**config.mk**
```make
export PLATFORM = sky130hd
export DESIGN_NAME = sync_mode_ctrl
export DESIGN_NICKNAME = d
export VERILOG_FILES = /design/src/rtl/mc_pkg.sv /design/src/rtl/mc_input_track.sv /design/src/rtl/mc_next_state.sv /design/src/rtl/mc_flag_decode.sv /design/src/rtl/sync_mode_ctrl.sv
export SDC_FILE = /design/constraint.sdc
export NUM_CORES = 1
export LEC_CHECK = 0
export BUFFER_PORTS_ARGS = -buffer_cell sky130_fd_sc_hd__buf_2
export CORE_AREA = 2 2 39 41
export CTS_CLUSTER_SIZE = 10
export DETAILED_ROUTE_END_ITERATION = 16
export DIE_AREA = 0 0 41 43
export GPL_TIMING_DRIVEN = 0
export HOLD_SLACK_MARGIN = 0.02
export SLEW_MARGIN = 20
export SYNTH_ARGS = -nofsm -noshare
export SYNTH_HDL_FRONTEND = slang
export SYNTH_SLANG_ARGS = --single-unit
```
**constraint.sdc**
```tcl
create_clock -name clk -period 1.65 [get_ports clk]
set_input_delay 0.165 -clock clk [delete_from_list [all_inputs] [get_ports clk]]
set_output_delay 0.165 -clock clk [all_outputs]
set_load 0.02 [all_outputs]
```
**src/rtl/mc_pkg.sv**
```systemverilog
package mc_pkg;
  typedef enum logic [1:0] {
    ST_NORMAL = 2'b00,
    ST_HOLD   = 2'b01,
    ST_FREE   = 2'b10,
    ST_AUTO   = 2'b11
  } mc_state_e;

  localparam logic [1:0] REQ_NORMAL = 2'b00;
  localparam logic [1:0] REQ_HOLD   = 2'b01;
  localparam logic [1:0] REQ_FREE   = 2'b10;
  localparam logic [1:0] REQ_RSVD   = 2'b11;
endpackage

```
**src/rtl/mc_input_track.sv**
```systemverilog
module mc_input_track #(
  parameter int SEL_W = 3
) (
  input  logic             clk,
  input  logic             rst_n,
  input  logic [SEL_W-1:0] ref_sel,
  input  logic             man_rel,
  output logic             sel_chg,
  output logic             rel_rise
);
  logic [SEL_W-1:0] sel_q;
  logic             rel_q;
  logic             smp_en;

  assign smp_en = 1'b1;

  always_ff @(posedge clk or negedge rst_n) begin
    if (!rst_n) begin
      sel_q <= '0;
      rel_q <= 1'b1;
    end else if (smp_en) begin
      sel_q <= ref_sel;
      rel_q <= man_rel;
    end
  end

  always_comb begin
    sel_chg  = (ref_sel != sel_q);
    rel_rise = man_rel & ~rel_q;
  end
endmodule

```
**src/rtl/mc_next_state.sv**
```systemverilog
module mc_next_state
  import mc_pkg::*;
(
  input  mc_state_e  cur,
  input  logic [1:0] mode_sel,
  input  logic       sel_chg,
  input  logic       ref_ok,
  input  logic       ref_low_rate,
  input  logic       auto_ret_dis,
  input  logic       rel_rise,
  output mc_state_e  nxt
);
  logic track_req;
  logic recover;

  always_comb begin
    track_req = (mode_sel == REQ_NORMAL);
    recover   = track_req & ref_ok & (~auto_ret_dis | rel_rise);
    nxt       = cur;
    if (mode_sel == REQ_FREE) begin
      nxt = ST_FREE;
    end else if (mode_sel != REQ_RSVD) begin
      unique case (cur)
        ST_FREE: begin
          if (mode_sel == REQ_HOLD)   nxt = ST_HOLD;
          else if (track_req && ref_ok) nxt = ST_NORMAL;
        end
        ST_NORMAL: begin
          if (mode_sel == REQ_HOLD || sel_chg) nxt = ST_HOLD;
          else if (track_req && !ref_ok)      nxt = ST_AUTO;
        end
        ST_AUTO: begin
          if (mode_sel == REQ_HOLD || sel_chg) nxt = ST_HOLD;
          else if (recover)                   nxt = ref_low_rate ? ST_HOLD : ST_NORMAL;
        end
        ST_HOLD: begin
          if (track_req && ref_ok) nxt = ST_NORMAL;
        end
        default: nxt = ST_FREE;
      endcase
    end
  end
endmodule

```
**src/rtl/mc_flag_decode.sv**
```systemverilog
module mc_flag_decode
  import mc_pkg::*;
(
  input  mc_state_e cur,
  output logic      lock,
  output logic      holdover
);
  always_comb begin
    lock     = 1'b0;
    holdover = 1'b0;
    unique case (cur)
      ST_NORMAL:       lock     = 1'b1;
      ST_HOLD, ST_AUTO: holdover = 1'b1;
      default: ;
    endcase
  end
endmodule

```
**src/rtl/sync_mode_ctrl.sv**
```systemverilog
module sync_mode_ctrl
  import mc_pkg::*;
#(
  parameter int SEL_W = 3
) (
  input  logic             clk,
  input  logic             rst_n,
  input  logic [1:0]       mode_sel,
  input  logic [SEL_W-1:0] ref_sel,
  input  logic             ref_ok,
  input  logic             ref_low_rate,
  input  logic             auto_ret_dis,
  input  logic             man_rel,
  output logic [1:0]       state_o,
  output logic             lock_o,
  output logic             holdover_o
);
  mc_state_e st_q, st_d;
  logic      sel_chg, rel_rise;

  mc_input_track #(.SEL_W(SEL_W)) trk_i (
    .clk(clk), .rst_n(rst_n), .ref_sel(ref_sel), .man_rel(man_rel),
    .sel_chg(sel_chg), .rel_rise(rel_rise)
  );

  mc_next_state nxt_i (
    .cur(st_q), .mode_sel(mode_sel), .sel_chg(sel_chg), .ref_ok(ref_ok),
    .ref_low_rate(ref_low_rate), .auto_ret_dis(auto_ret_dis),
    .rel_rise(rel_rise), .nxt(st_d)
  );

  always_ff @(posedge clk or negedge rst_n) begin
    if (!rst_n) st_q <= ST_FREE;
    else        st_q <= st_d;
  end

  mc_flag_decode dec_i (.cur(st_q), .lock(lock_o), .holdover(holdover_o));

  assign state_o = st_q;


  free_force_chk: assert property (@(posedge clk) disable iff (!rst_n)
    (mode_sel == REQ_FREE) |=> (state_o == ST_FREE));


  reserved_hold_chk: assert property (@(posedge clk) disable iff (!rst_n)
    (mode_sel == REQ_RSVD) |=> $stable(state_o));


  normal_fail_chk: assert property (@(posedge clk) disable iff (!rst_n)
    (state_o == ST_NORMAL && mode_sel == REQ_NORMAL && !sel_chg && !ref_ok)
    |=> (state_o == ST_AUTO));


  auto_return_chk: assert property (@(posedge clk) disable iff (!rst_n)
    (state_o == ST_AUTO && mode_sel == REQ_NORMAL && !sel_chg && ref_ok &&
     !auto_ret_dis && !ref_low_rate) |=> (state_o == ST_NORMAL));


  manual_gate_chk: assert property (@(posedge clk) disable iff (!rst_n)
    (state_o == ST_AUTO && auto_ret_dis && !rel_rise) |=> (state_o != ST_NORMAL));


  flag_excl_chk: assert property (@(posedge clk) disable iff (!rst_n)
    $onehot0({lock_o, holdover_o}));
endmodule

```
**After elaboration in Yosys (flattened, before gate mapping)**

Cells that the tools add are included.

- Register bits after elaboration: 6
- Bits in latches: 0
- RAM bits: 0
- Bits in read-only memories: 0
- Logic and storage cells: 39
- Memories kept: 0

- $add $sub $neg: 0
- Multiply operators: 0
- Div/mod/pow operators: 0
- Order comparisons: 0
- Equality and inequality tests: 9
- Shift operators: 0
- Mux-type cells: 12
- Bitwise operators: 6
- Reduce and logical (&&, ||, !) cells: 9

Operators by type and width:

| operator | count |
|---|---|
| $mux W2 | 8 |
| $ne A4 B4 Y1 const B | 2 |
| $pmux W2 S4 | 1 |
| $eq A2 B2 Y1 const B | 3 |
| $eq A2 B1 Y1 const B | 2 |
| $logic_not A2 Y1 | 2 |
| $and A1 B1 Y1 | 3 |
| $mux W1 | 3 |
| $ne A3 B3 Y1 | 1 |
| $reduce_and A3 Y1 | 1 |
| $logic_and A1 B1 Y1 | 2 |
| $ne A2 B2 Y1 const B | 1 |
| $not A1 Y1 | 2 |
| $reduce_bool A2 Y1 | 1 |
| $reduce_or A2 Y1 | 1 |
| $logic_not A1 Y1 | 1 |
| $logic_or A1 B1 Y1 | 1 |
| $or A1 B1 Y1 | 1 |

**Logic depth before layout (Yosys ltp)**

- Word-level depth: 9
- Mapped depth: 4

**Modules after synthesis**

Synthesis repeated with hierarchy kept, for this count alone.

- Cells, all modules: 27
- Area, all modules: 297.8 um^2

By module, submodules not included:

| module | times used | cells each | area each (um^2) |
|---|---|---|---|
| mc_input_track | 1 | 9 | 138.9 |
| mc_next_state | 1 | 14 | 100.1 |
| sync_mode_ctrl | 1 | 2 | 51.3 |
| mc_flag_decode | 1 | 2 | 7.5 |

**Worst setup path before layout**

OpenSTA, ideal clock, no wires.

- Path kind: reg-to-reg
- Start: register st_q[1] (netlist: state_o[1])
- End: register st_q[1] (netlist: state_o[1])
- Setup time: 0.080 ns
- Data arrival time: 1.270 ns
- Data required time: 1.570 ns
- Setup slack: 0.300 ns
- Stages on the path, launching flop included: 4
- Buffers on the path: 0
- Path through: dfstp_2 -> or2b_2 -> o21ba_2 -> o221ai_2

- Cells in the longest elaborated chain, start to end: 5

Ends and longest elaborated chain:

| what | RTL line | source |
|---|---|---|
| start: declaration | sync_mode_ctrl.sv:18 | `mc_state_e st_q, st_d;` |
| start signal: assignment | sync_mode_ctrl.sv:34 | `else st_q <= st_d;` |
| $mux W2 (2 in series) | - |  |
| $pmux W2 S4 | mc_next_state.sv:23 | `unique case (cur)` |
| $mux W2 | mc_next_state.sv:22 | `end else if (mode_sel != REQ_RSVD) begin` |
| $mux W2 | mc_next_state.sv:20 | `if (mode_sel == REQ_FREE) begin` |

Several ways; a longest one is shown, not always the timed one. The select of a mux whose other input is x is not followed.
A chain may end at the register's enable or synchronous reset.

**Final worst setup path**

Ends and elaborated chain as after synthesis.

==> impl_results.md <==
- Run status: completed
- Initial antenna violation count: 0
- Slowest stage delay, CP: 600 ps
- Area delta synth->final: 41.76%
- Syn nets: 43
- Detail Route Antenna Nets: 0
- Fill cells: 143
- Ports: 15
- Core Rows: 14
- Setup TNS: 0 ps
- Top-area cell type share of the netlist area: 30.65%
- Post-Syn Area per Cell: 10.21 sq um
- Final Wtd Congestion: 0.7848
- Later-pin clock latency in the skew report: 240 ps
- Vias per inst: 4.441
- WHS: 50.34 ps
- Multiplexer share of the synthesized area: 0%
- Worst setup SP type: flip-flop
- Relative slew slack: 81.60%
- Setup violators final: 0
- Post-Synth XOR/XNOR Area: 8.046%
- CTS tree: done
- Hold Path Class: input pin to flip-flop
- Largest net degree at the start of global routing: 10
- Die width: 41 um
- Nets@finish: 64
- Residual DRC: 0
- Busiest grt layer: met2
- Worst hold start: ref_sel[1]
- Critical-path top delay cell: dfstp_2
- Sequential Area: 152.6 sq um
- Routed vias: 302
- Core area: 1384 sq um
- Final min period: 1343 ps
- Warnings, synthesis: 0
- CTS clk-pin slew, worst paths: 50 ps
- Worst slew pin tran: 275.8 ps
- Die area: 1763 sq um
- Cells after DPL: 62
- GRT overflow: 0
- Drt total wl: 611 um
- Seq/Total Area, Yosys: 46.74%
- Total GRT Usage: 8.097%
- Clock Sinks: 6
- Die height: 43 um
- Mapped cell area: 326.6 sq um
- First-pass GRT wire length: 966 um
- Crit-path cells: or2b_2, o21ba_2, o221ai_2
- Share of layout cells above drive strength 1: 44.23%
- Final WS setup: 307.1 ps
- Worst Setup End Kind: flip-flop
- FF-to-FF Start: state_o[1]
- Fmax: 744.7 MHz
- Multi-input logic area: 162.7 sq um
- Worst Setup SP: state_o[1]
- Adder-cell share of the synthesized area: 0%
- Hpwl dp: 479.3 um
- CP arrival: 1500 ps
- Pre-CTS setup slack: 313.8 ps
- Port bufs: 14
- Cell count after synthesis: 32
- Post-synthesis cell type count: 21
- Non-Filler Instances: 68
- Synth Register Bits: 6
- RSZ-0062 raised after global routing: no
- Maximum vdd drop: 0.3672 mV
- Num CTS Buffers: 3
- Leak pwr: 0.2004 nW
- Synth top area cells: dfrtp_1 31%, dfstp_2 16%, xnor2_1 8.0%
- Routed wire per std cell: 8.985 um
- Critical Path RT: 1810 ps
- Power per Cell Area: 923.6 nW/um^2
- Top delay family on crit path: flip-flops
- Root Buffer: clkbuf_4
- Starting Density: 23.60%
- Met2 usage: 10.94%
- Dpl cell area: 416.7 sq um
- Ant. Diodes: 0
- Compound-cell area share of the yosys netlist: 22.61%
- CTS max path bufs: 2
- Synth area leader: dfrtp_1
- Grt met1 use: 10.89%
- Max Cap Viol: 0
- Post-route cell area: 462.9 sq um
- H-tree levels: 1
- Crit Path Class: flip-flop to flip-flop
- Largest family of logic cells by synthesized area: compound AO/OA/AOI/OAI gates
- CP max FO: 8
- Final Hold Violating Endpoints: 0
- Slew Viols, Final: 0
- Fin Clk Skew: 5.872 ps
- Initial DRC Count: 3
- Final period util: 81.39%
- Synth Area in Simple Gates: 19.16%
- Post-cts sizing count: 0
- Drt pass-1 iters: 4
- M3 GR Usage: 1.571%
- Buf+Inv Stages, Crit Path: 0
- Vias in the first global route: 255
[cells by family (layout without fill, tap and decap cells)]
| logic type | count (synthesis) | count (layout) |
|---|---|---|
| AND/OR/NAND/NOR | 11 | 11 |
| AO/OA/AOI/OAI | 9 | 9 |
| flip-flops | 6 | 6 |
| XOR/XNOR | 3 | 3 |
| buffers and inverters | 3 | 23 |
[layout by cell type (no fill, tap or decap)]
master,instances
buf_2,14
dfrtp_1,4
nor2_1,3
xnor2_1,3
clkbuf_4,3
inv_1,2
nand2_1,2
a21oi_1,2
clkbuf_1,2
dlygate4sd3_1,2
dfstp_2,2
o2111ai_1,1
nor2b_1,1
o211ai_1,1
or3_1,1
nor3_2,1
a31oi_1,1
or2b_2,1
o21ba_2,1
o221ai_2,1
nand3_1,1
a2bb2oi_1,1
nand3b_1,1
o21a_1,1
[synth_stat cells, drive strengths merged]
master,n
clkbuf,1
or3,1
nand3b,1
inv,2
o211ai,1
dfrtp,4
nor2,3
a2bb2oi,1
nand3,1
xnor2,3
o21a,1
nor3,1
or2b,1
a31oi,1
nand2,2
o21ba,1
o221ai,1
a21oi,2
nor2b,1
o2111ai,1
dfstp,2
[path summary, 6_finish.rpt]
path | end | slack, ps | cells past startpoint
worst max-delay path | state_o[1] | 310 | 3
min in group asynchronous | trk_i.sel_q[0] | 270 | 2
worst min register to register | state_o[1] | 570 | 2
worst min-delay path | trk_i.sel_q[1] | 50 | 1
worst max register to register | state_o[1] | 310 | 3
max in group asynchronous | trk_i.rel_q | 1160 | 2
[registers in the layout (all words and copies together), names as in the netlist]
signal / flops
state_o: 2
trk_i.sel_q: 3
trk_i.rel_q: 1
[final cells by class]
class	count	area share (%)
well taps	16	4.324
repair buffers	16	19.46
plain buffers	1	0.8108
flip-flops and latches	6	32.97
multi-input cells	23	35.14
clock buffers	4	5.676
inverters	2	1.622
[repair_timing]
| action | CTS | global route |
|---|---|---|
| hold buffers | 1 | 1 |
| buffers inserted | 0 | 0 |
| endpoints found under the hold margin | 6 | 1 |
[per-stage QoR]
step / total power, mW / util [%]
after floorplan: 0.2423 / -
after global placement: 0.2823 / 30.11
after detailed placement: 0.2839 / 30.11
after CTS: 0.4357 / 32.73
after global routing: 0.4613 / 33.45
final: 0.4276 / 33.45
[layer usage]
layer | part of all wire (%) | up-vias
li1 | - | 154
met3 | 2.9 | 0
met1 | 43 | 142
met4 | 0 | 0
met5 | 0 | -
met2 | 54 | 6
[worst register-to-register path: cells and delay by family, from the launching register on]
family           cells  cell delay [ps]
flip-flops           1              600
AO/OA/AOI/OAI        2              350
AND/OR/NAND/NOR      1              320
[where the power goes]
group | leakage, nW | total (mW) | internal, mW | switching, mW
combinational | 0.118 | 0.104 | 0.0491 | 0.0546
clock | 0.0150 | 0.143 | 0.0915 | 0.0517
sequential | 0.0676 | 0.181 | 0.163 | 0.0174
total | 0.200 | 0.428 | 0.304 | 0.124
(Power assumes the default switching activity.)
